**src/rtl/ata_cls_pkg.sv**
```systemverilog
package ata_cls_pkg;
  localparam int PHASE_W = 3;
  localparam int NCAT    = 10;

  localparam logic [PHASE_W-1:0] PH_ISSUE = 3'd0;
  localparam logic [PHASE_W-1:0] PH_PIO   = 3'd1;
  localparam logic [PHASE_W-1:0] PH_CDB   = 3'd2;
  localparam logic [PHASE_W-1:0] PH_POST  = 3'd3;
  localparam logic [PHASE_W-1:0] PH_DONE  = 3'd4;

  // category index = priority rank (0 highest)
  localparam int C_PROTO  = 0;
  localparam int C_SYSBUS = 1;
  localparam int C_XFER   = 2;
  localparam int C_CHECK  = 3;
  localparam int C_MEDIA  = 4;
  localparam int C_ADDR   = 5;
  localparam int C_OTHER  = 6;
  localparam int C_LATE   = 7;
  localparam int C_HUNG   = 8;
  localparam int C_CLEAN  = 9;
endpackage

```
**src/rtl/ata_cls_proto.sv**
```systemverilog
module ata_cls_proto
  import ata_cls_pkg::*;
(
  input  logic               bsy,
  input  logic               drdy,
  input  logic               drq,
  input  logic               err,
  input  logic               abrt,
  input  logic               pkt,
  input  logic [PHASE_W-1:0] phase,
  output logic               viol
);
  always_comb begin
    unique case (phase)
      PH_ISSUE: viol = bsy | ~drdy | drq;
      PH_PIO:   viol = ~bsy & ~drq;
      PH_CDB:   viol = pkt & ~bsy & err & ~abrt;
      PH_POST:  viol = 1'b0;
      PH_DONE:  viol = drq;
      default:  viol = 1'b1;
    endcase
  end
endmodule

```
**src/rtl/ata_cls_dev.sv**
```systemverilog
module ata_cls_dev
  import ata_cls_pkg::*;
(
  input  logic               bsy,
  input  logic               err,
  input  logic               icrc,
  input  logic               abrt,
  input  logic               unc,
  input  logic               idnf,
  input  logic               pkt,
  input  logic [PHASE_W-1:0] phase,
  output logic               xfer,
  output logic               check,
  output logic               media,
  output logic               addr,
  output logic               other
);
  logic fail_seen;
  logic in_cmd;
  logic ata_fail;
  logic pkt_unsup;

  always_comb begin
    fail_seen = ~bsy & err;
    in_cmd    = (phase != PH_ISSUE) && (phase <= PH_DONE);
    ata_fail  = ~pkt & fail_seen & in_cmd;
    pkt_unsup = pkt & fail_seen & abrt & (phase == PH_CDB);
    check     = pkt & fail_seen &
                ((phase == PH_PIO) || (phase == PH_POST) || (phase == PH_DONE));
    // subclass ordering is left to the priority chain
    xfer      = ata_fail & icrc;
    media     = ata_fail & unc;
    addr      = ata_fail & idnf;
    other     = ata_fail | pkt_unsup;
  end
endmodule

```
**src/rtl/ata_cls_prio.sv**
```systemverilog
module ata_cls_prio #(
  parameter int N = 10
) (
  input  logic [N-1:0] req,
  output logic [N-1:0] grant
);
  for (genvar i = 0; i < N; i++) begin : g_rank
    if (i == 0) begin : g_top
      assign grant[i] = req[i];
    end else begin : g_lower
      assign grant[i] = req[i] & ~(|req[i-1:0]);
    end
  end
endmodule

```
**src/rtl/ata_err_classifier.sv**
```systemverilog
module ata_err_classifier
  import ata_cls_pkg::*;
#(
  parameter int SYNC_STAGES = 2
) (
  input  logic               clk,
  input  logic               rst_n,
  input  logic               eval_req,
  input  logic               st_bsy,
  input  logic               st_drdy,
  input  logic               st_drq,
  input  logic               st_err,
  input  logic               er_icrc,
  input  logic               er_abrt,
  input  logic               er_unc,
  input  logic               er_idnf,
  input  logic               dma_err,
  input  logic               tmo,
  input  logic               cmd_done,
  input  logic               pkt_cmd,
  input  logic [PHASE_W-1:0] phase,
  output logic [NCAT-1:0]    cat,
  output logic               cat_valid
);
  // reset: asserted asynchronously, released through a synchroniser
  logic [SYNC_STAGES-1:0] sync_q;
  logic                   rst_sync_n;

  always_ff @(posedge clk or negedge rst_n) begin
    if (!rst_n) sync_q <= '0;
    else        sync_q <= {sync_q[SYNC_STAGES-2:0], 1'b1};
  end
  assign rst_sync_n = sync_q[SYNC_STAGES-1];

  logic proto_viol;
  logic d_xfer, d_check, d_media, d_addr, d_other;

  ata_cls_proto u_proto (
    .bsy(st_bsy), .drdy(st_drdy), .drq(st_drq), .err(st_err),
    .abrt(er_abrt), .pkt(pkt_cmd), .phase(phase), .viol(proto_viol)
  );

  ata_cls_dev u_dev (
    .bsy(st_bsy), .err(st_err), .icrc(er_icrc), .abrt(er_abrt),
    .unc(er_unc), .idnf(er_idnf), .pkt(pkt_cmd), .phase(phase),
    .xfer(d_xfer), .check(d_check), .media(d_media), .addr(d_addr),
    .other(d_other)
  );

  logic [NCAT-1:0] req_vec;
  logic [NCAT-1:0] grant_vec;

  always_comb begin
    req_vec          = '0;
    req_vec[C_PROTO] = proto_viol;
    req_vec[C_SYSBUS]= dma_err;
    req_vec[C_XFER]  = d_xfer;
    req_vec[C_CHECK] = d_check;
    req_vec[C_MEDIA] = d_media;
    req_vec[C_ADDR]  = d_addr;
    req_vec[C_OTHER] = d_other;
    req_vec[C_LATE]  = tmo & cmd_done;
    req_vec[C_HUNG]  = tmo & ~cmd_done;
    req_vec[C_CLEAN] = 1'b1;
  end

  ata_cls_prio #(.N(NCAT)) u_prio (.req(req_vec), .grant(grant_vec));

  // next-state
  logic [NCAT-1:0] cat_nxt;
  logic            valid_nxt;

  always_comb begin
    valid_nxt = eval_req;
    cat_nxt   = eval_req ? grant_vec : '0;
  end

  // registers
  always_ff @(posedge clk or negedge rst_sync_n) begin
    if (!rst_sync_n) begin
      cat       <= '0;
      cat_valid <= 1'b0;
    end else begin
      cat       <= cat_nxt;
      cat_valid <= valid_nxt;
    end
  end

  a_r1_onehot_when_valid: assert property (@(posedge clk) disable iff (!rst_sync_n)
    cat_valid |-> $countones(cat) == 1);
  a_r1_zero_when_idle: assert property (@(posedge clk) disable iff (!rst_sync_n)
    !cat_valid |-> cat == '0);
  a_r1_strobe_follows_req: assert property (@(posedge clk) disable iff (!rst_sync_n)
    eval_req |=> cat_valid);
  a_r1_strobe_drops: assert property (@(posedge clk) disable iff (!rst_sync_n)
    !eval_req |=> !cat_valid);
  a_r2_busy_at_issue: assert property (@(posedge clk) disable iff (!rst_sync_n)
    (eval_req && phase == PH_ISSUE && st_bsy) |=> cat[C_PROTO]);
  a_r8_dma_flag: assert property (@(posedge clk) disable iff (!rst_sync_n)
    (eval_req && dma_err && !proto_viol) |=> cat[C_SYSBUS]);
  a_r11_reserved_phase: assert property (@(posedge clk) disable iff (!rst_sync_n)
    (eval_req && phase > PH_DONE) |=> cat[C_PROTO]);
  a_r10_quiet_issue_clean: assert property (@(posedge clk) disable iff (!rst_sync_n)
    (eval_req && phase == PH_ISSUE && !st_bsy && st_drdy && !st_drq &&
     !dma_err && !tmo) |=> cat[C_CLEAN]);
endmodule

```
**config.mk**
```make
export PLATFORM = sky130hd
export DESIGN_NAME = ata_err_classifier
export DESIGN_NICKNAME = d
export VERILOG_FILES = /design/src/rtl/ata_cls_pkg.sv /design/src/rtl/ata_cls_proto.sv /design/src/rtl/ata_cls_dev.sv /design/src/rtl/ata_cls_prio.sv /design/src/rtl/ata_err_classifier.sv
export SDC_FILE = /design/constraint.sdc
export NUM_CORES = 1
export LEC_CHECK = 0
export BUFFER_PORTS_ARGS = -buffer_cell sky130_fd_sc_hd__buf_4
export CORE_MARGIN = 10
export CORE_UTILIZATION = 43
export CTS_BUF_LIST = sky130_fd_sc_hd__clkbuf_8
export DETAILED_ROUTE_END_ITERATION = 10
export PLACE_DENSITY = 0.77
export SLEW_MARGIN = 10
export SYNTH_ARGS = -nofsm -noshare
export SYNTH_HDL_FRONTEND = slang
export SYNTH_SLANG_ARGS = --single-unit
```
**constraint.sdc**
```tcl
create_clock -name clk -period 0.8 [get_ports clk]
set_clock_uncertainty 0.2 [all_clocks]
set_input_delay 0.08 -clock clk [delete_from_list [all_inputs] [get_ports clk]]
set_output_delay 0.08 -clock clk [all_outputs]
set_load 0.01 [all_outputs]
```
---- Word-level counts from Yosys, hierarchy flattened ----
Index checks and enable logic that the tools add are counted.
storage, ports and cells
  bits in registers ....................... 13
  input bits .............................. 18
  word-level logic and storage cells ...... 65
operators by class
  order comparisons ....................... 1
  equality and inequality tests ........... 4
  multiplexer cells ....................... 2
  bitwise logic cells ..................... 42
  reduce and logical (&&, ||, !) cells .... 13
operators by type and width
  kind                  count
  $and A1 B1 Y1         24
  $not A1 Y1            15
  $mux W10              1
  $reduce_or A9 Y1      1
  $reduce_or A8 Y1      1
  $reduce_or A7 Y1      1
  $eq A3 B2 Y1 const B  2
  $reduce_or A6 Y1      1
  $pmux W1 S5           1
  $reduce_or A5 Y1      1
  $reduce_or A4 Y1      1
  $eq A3 B1 Y1 const B  1
  $eq A3 B3 Y1 const B  1
  $le A3 B3 Y1 const B  1
  $logic_not A3 Y1      1
  $or A1 B1 Y1          3
  $reduce_bool A3 Y1    1
  $reduce_or A3 Y1      1
  $logic_or A1 B1 Y1    2
  $reduce_or A2 Y1      1
  $logic_and A1 B1 Y1   1

---- Longest topological paths before layout ----
  depth in word-level cells ............... 10
  mapped depth ............................ 6
  gate-level depth less buffers ........... 6

---- Cells and area by module ----
A second synthesis with hierarchy kept.
second synthesis, totals
  cell total of the unflattened synthesis .. 63
  area, all modules ....................... 710.7 µm²
by module, submodules not included
  module              instances  cells an instance  area each (µm²)  sequential area each (µm²)
  ata_err_classifier  1          26                 404.1            325.3
  ata_cls_prio        1          17                 155.1            0.0
  ata_cls_dev         1          12                 100.1            0.0
  ata_cls_proto       1          8                  51.3             0.0

---- Worst setup path after synthesis ----
OpenSTA, ideal clock, no wires.
  kind .................................... input port to flip-flop
  from .................................... input port phase[1]
  to ...................................... register cat[9]
  arrival ................................. 1,172 ps
  required time ........................... 505 ps
  path slack .............................. -667 ps
  stages .................................. 6
  cell sequence ........................... nor2_1 ha_1 and4bb_4 a21oi_1 and4_1 nor4b_2
between the ends
  word-level cells in the longest chain between the ends .. 7
  elaborated cells between the ends (all ways) .. 21
  those cells by class .................... order compare (1); eq/ne (4); mux (2); bitwise (8); reduce/logical (6)
ends and longest elaborated chain
  what                                                       RTL line                              source
  start: declaration                                         ata_err_classifier.sv:21              input logic [PHASE_W-1:0] phase,
  $le A3 B3 Y1 (tied with other cells)                       ata_cls_dev.sv:25                     in_cmd = (phase != PH_ISSUE) && (phase <= PH_DONE);
  $logic_and A1 B1 Y1 or $logic_or A1 B1 Y1 (tied branches)  ata_cls_dev.sv:25, ata_cls_dev.sv:29
  $and A1 B1 Y1 or $logic_or A1 B1 Y1 (tied branches)        ata_cls_dev.sv:26, ata_cls_dev.sv:29
  $and A1 B1 Y1 (tied with other cells)                      ata_cls_dev.sv:31                     xfer = ata_fail & icrc;
  $reduce_or A9 Y1 (*)                                       ata_cls_prio.sv:11                    assign grant[i] = req[i] & ~(|req[i-1:0]);
  $not A1 Y1 (*)                                             ata_cls_prio.sv:11
  $mux W10 (*)                                               ata_err_classifier.sv:75              cat_nxt = eval_req ? grant_vec : '0;
  via cat_nxt[9]                                             ata_err_classifier.sv:70              logic [NCAT-1:0] cat_nxt;
  end signal: assignment                                     ata_err_classifier.sv:84              cat <= cat_nxt;
  end: declaration                                           ata_err_classifier.sv:22              output logic [NCAT-1:0] cat,
Mark *: on every way through the listed nets, which the timed path passes. The rest lies on a longest branch.

---- Final worst setup path ----
  from .................................... input port phase[1]
  to ...................................... register cat[8]
between the ends
  word-level cells in the longest chain between the ends .. 8
  elaborated cells between the ends (all ways) .. 22
  those cells by class .................... order compare (1); eq/ne (4); mux (2); bitwise (9); reduce/logical (6)
ends and longest elaborated chain
  what                                                       RTL line
  $le A3 B3 Y1 (tied with other cells)                       ata_cls_dev.sv:25
  $logic_and A1 B1 Y1 or $logic_or A1 B1 Y1 (tied branches)  ata_cls_dev.sv:25, ata_cls_dev.sv:29
  $and A1 B1 Y1 or $logic_or A1 B1 Y1 (tied branches)        ata_cls_dev.sv:26, ata_cls_dev.sv:29
  $and A1 B1 Y1 (tied with other cells)                      ata_cls_dev.sv:31
  $reduce_or A8 Y1 (*)                                       ata_cls_prio.sv:11
  $not A1 Y1 (*)                                             ata_cls_prio.sv:11
  $and A1 B1 Y1 (*)                                          ata_cls_prio.sv:11
  $mux W10 (*)                                               ata_err_classifier.sv:75
  via cat_nxt[8]                                             ata_err_classifier.sv:70
Marked as above.

==> impl_metrics.json <==
{
  "syn-num-nets": 75,
  "async_flop_share_pct": 100,
  "numClockSinks": 13,
  "finalNetCount": 116,
  "grt_pass1_vias": 632,
  "drtPass1Iterations": 4,
  "std_cell_rows": 14,
  "area_delta_synth_final_pct": 69.7,
  "syn_inst": 55,
  "startpoint": "phase[1]",
  "io_buffer_count": 28,
  "critPathCaptureType": "flip-flop",
  "rsz0062_at_grt": "yes",
  "dp_hpwl_um": 1430,
  "via_count": 601,
  "tritoncts": "built",
  "ant_nets": 0,
  "wl_per_cell_um": 16.1,
  "violations": "hold timing, setup timing",
  "setup_viol": 21,
  "yosys_warnings": 0,
  "diodes": 0,
  "coreArea_mm2": 0.00147,
  "insertion_delay_ps": 240,
  "antenna_found_initial": 0,
  "vias_per_cell": 5.41,
  "met1_usage_pct": 10.9,
  "outcome": "finished with violations",
  "avgSynthCellArea_um2": 12.0,
  "synthXorXnorAreaFrac_pct": 0,
  "timing.setup.tns_ps": -6930,
  "ys_seq_elements": 13,
  "pre_cts_slack_ps": -809,
  "critPathBufInv": 2,
  "hold_violations": 23,
  "track_usage_pct": 10.8,
  "required_ps": 740,
  "maxCapViolCount": 0,
  "leakage_uw": 0.000531,
  "powerDensity_mw_per_mm2": 1390,
  "ir_drop_v": 0.000734,
  "synth_top_family_by_area": "simple AND/OR/NAND/NOR gates",
  "root_buffer": "clkbuf_8",
  "fin_hold_ws_ps": -203,
  "period_share_pct": 168,
  "start_kind": "input pin",
  "clockBufferDepth": 2,
  "grt_busiest_layer": "met2",
  "drt_iter0_drc": 10,
  "setup_ws_ps": -541,
  "min_path_type": "input pin to flip-flop",
  "seq_area_frac_synth_pct": 49.2,
  "worst-path-max-fanout": 4,
  "fill_cells": 96,
  "synth-edff-count": 0,
  "grt_util_met3_pct": 3.86,
  "synth.mux.area_fraction_pct": 0,
  "min_from": "tmo",
  "crit_path_cell_trace": "buf_8 -> nor2_4 -> ha_4 -> and4bb_4 -> buf_4 -> o21ai_2 -> nand2b_1 -> nor4b_2",
  "die_w_um": 59.2,
  "critPathTopFamily": "simple AND/OR/NAND/NOR gates",
  "ios": 29,
  "met2_usage_pct": 18.1,
  "fin_crit_ps": 1340,
  "die-area_mm2": 0.00350,
  "ctsHoldBuffers": 1,
  "syn-cell-area_um2": 661,
  "cp.arrival_ps": 1280,
  "wl_um": 1790,
  "grt_first_pass_wirelength_um": 2950,
  "drive_gt1_share_pct": 62.1,
  "p_total_uw": 1560,
  "synthSimpleGateAreaFrac_pct": 34.7,
  "grt_max_degree": 12,
  "drc": 0,
  "worst_path_largest_cell_delay_ps": 220,
  "synth_compound_gate_area_share_pct": 10.6,
  "path_clk_slew_ps": 50,
  "yosys.area_share.adder_pct": 3.79,
  "numCtsBuffers": 3,
  "start_util_pct": 44.9,
  "fmax_mhz": 746,
  "die_h_um": 59.2,
  "finalMaxSlewViolations": 0,
  "overflow": 0,
  "synth_cell_type_count": 26,
  "critPathKind": "input pin to flip-flop",
  "synthFlopType": "dfrtp_1",
  "cts_max_level": 1,
  "gp_congestion": 0.729,
  "reg2reg_from": "sync_q[0]",
  "cp_slowest_cell": "ha_4"
}
==> state kept, by name, summed over array words and instances, names as in the netlist <==
register	count
cat	10
cat_valid	1
sync_q	2
==> per-layer routing <==
metal | part of all wire, % | vias to the layer above
met2 | 51 | 29
li1 | - | 279
met5 | 0 | -
met4 | 3.5 | 0
met3 | 8.6 | 8
met1 | 36 | 285
==> layout by cell type (no fill, tap or decap), types with 2 or more instances in the layout <==
| master | Yosys | routed |
|---|---|---|
| ha_4 | 0 | 2 |
| and3_4 | 1 | 2 |
| nor2b_1 | 3 | 2 |
| clkbuf_8 | 0 | 3 |
| nand2_1 | 2 | 2 |
| dfrtp_1 | 13 | 13 |
| nand2b_1 | 3 | 3 |
| nor4b_2 | 4 | 4 |
| nor2_4 | 0 | 2 |
| inv_1 | 2 | 3 |
| nor2_1 | 4 | 2 |
| buf_4 | 0 | 22 |
| and3_1 | 3 | 2 |
| buf_6 | 0 | 12 |
==> cells in the mapped netlist, types with 2 or more instances <==
cell type	number	area share, %
nor2b_1	3	2.8
dfrtp_1	13	49
and3_1	3	2.8
ha_1	2	3.8
nor2_1	4	2.3
nor4b_2	4	9.1
o21ai_0	2	1.5
inv_1	2	1.1
nand2_1	2	1.1
nand2b_1	3	2.8
a21oi_1	2	1.5
==> power breakdown <==
part	total [µW]	switching [µW]	internal, µW
clock	558	220	338
combinational	304	130	174
sequential	693	16.1	677
total	1560	367	1190
==> repair_timing <==
item / CTS / global route
setup buffers: 1 / 0
endpoints found under the setup margin: 21 / 21
endpoints found under the hold margin: 23 / 10
pin swaps: 5 / 5
gates resized for setup: 17 / 10
==> path summary, 6_finish.rpt <==
path / depth (start not counted) / to / slack (ps)
setup / recovery: 8 / cat[8] / -540
hold / removal: 2 / cat[9] / -200
setup reg to reg: 0 / sync_q[1] / 140
hold reg to reg: 0 / cat[3] / -40
max in group asynchronous: 0 / cat[4] / 150
min in group asynchronous: 0 / cat[3] / -40
==> kinds of logic after synthesis <==
group                      count (synthesis)
adders and majority gates                  2
and+or+nand+nor                           28
other                                      1
DFF                                       13
AOI/OAI and AO/OA                          9
buffers and inverters                      2
==> per-stage QoR <==
| stage | cell area [µm²] | util [%] | std cells |
|---|---|---|---|
| after floorplan | 681 | - | 55 |
| after global placement | 956 | 65.0 | 105 |
| after detailed placement | 956 | 65.0 | 105 |
| after CTS | 1080 | 73.3 | 111 |
| after global routing | 1120 | 76.2 | 111 |
| final | 1120 | 76.2 | 111 |
==> final cells by class <==
class	count	area, µm²	share of cell area, %
multi-input combinational	40	398	35.5
timing repair buffer	36	325	29.0
sequential	13	325	29.0
inverter	2	7.51	0.670
tap	16	20.0	1.79
clock buffer	3	41.3	3.68
clock inverter	1	3.75	0.335
Power figures use the tool's default switching activity.
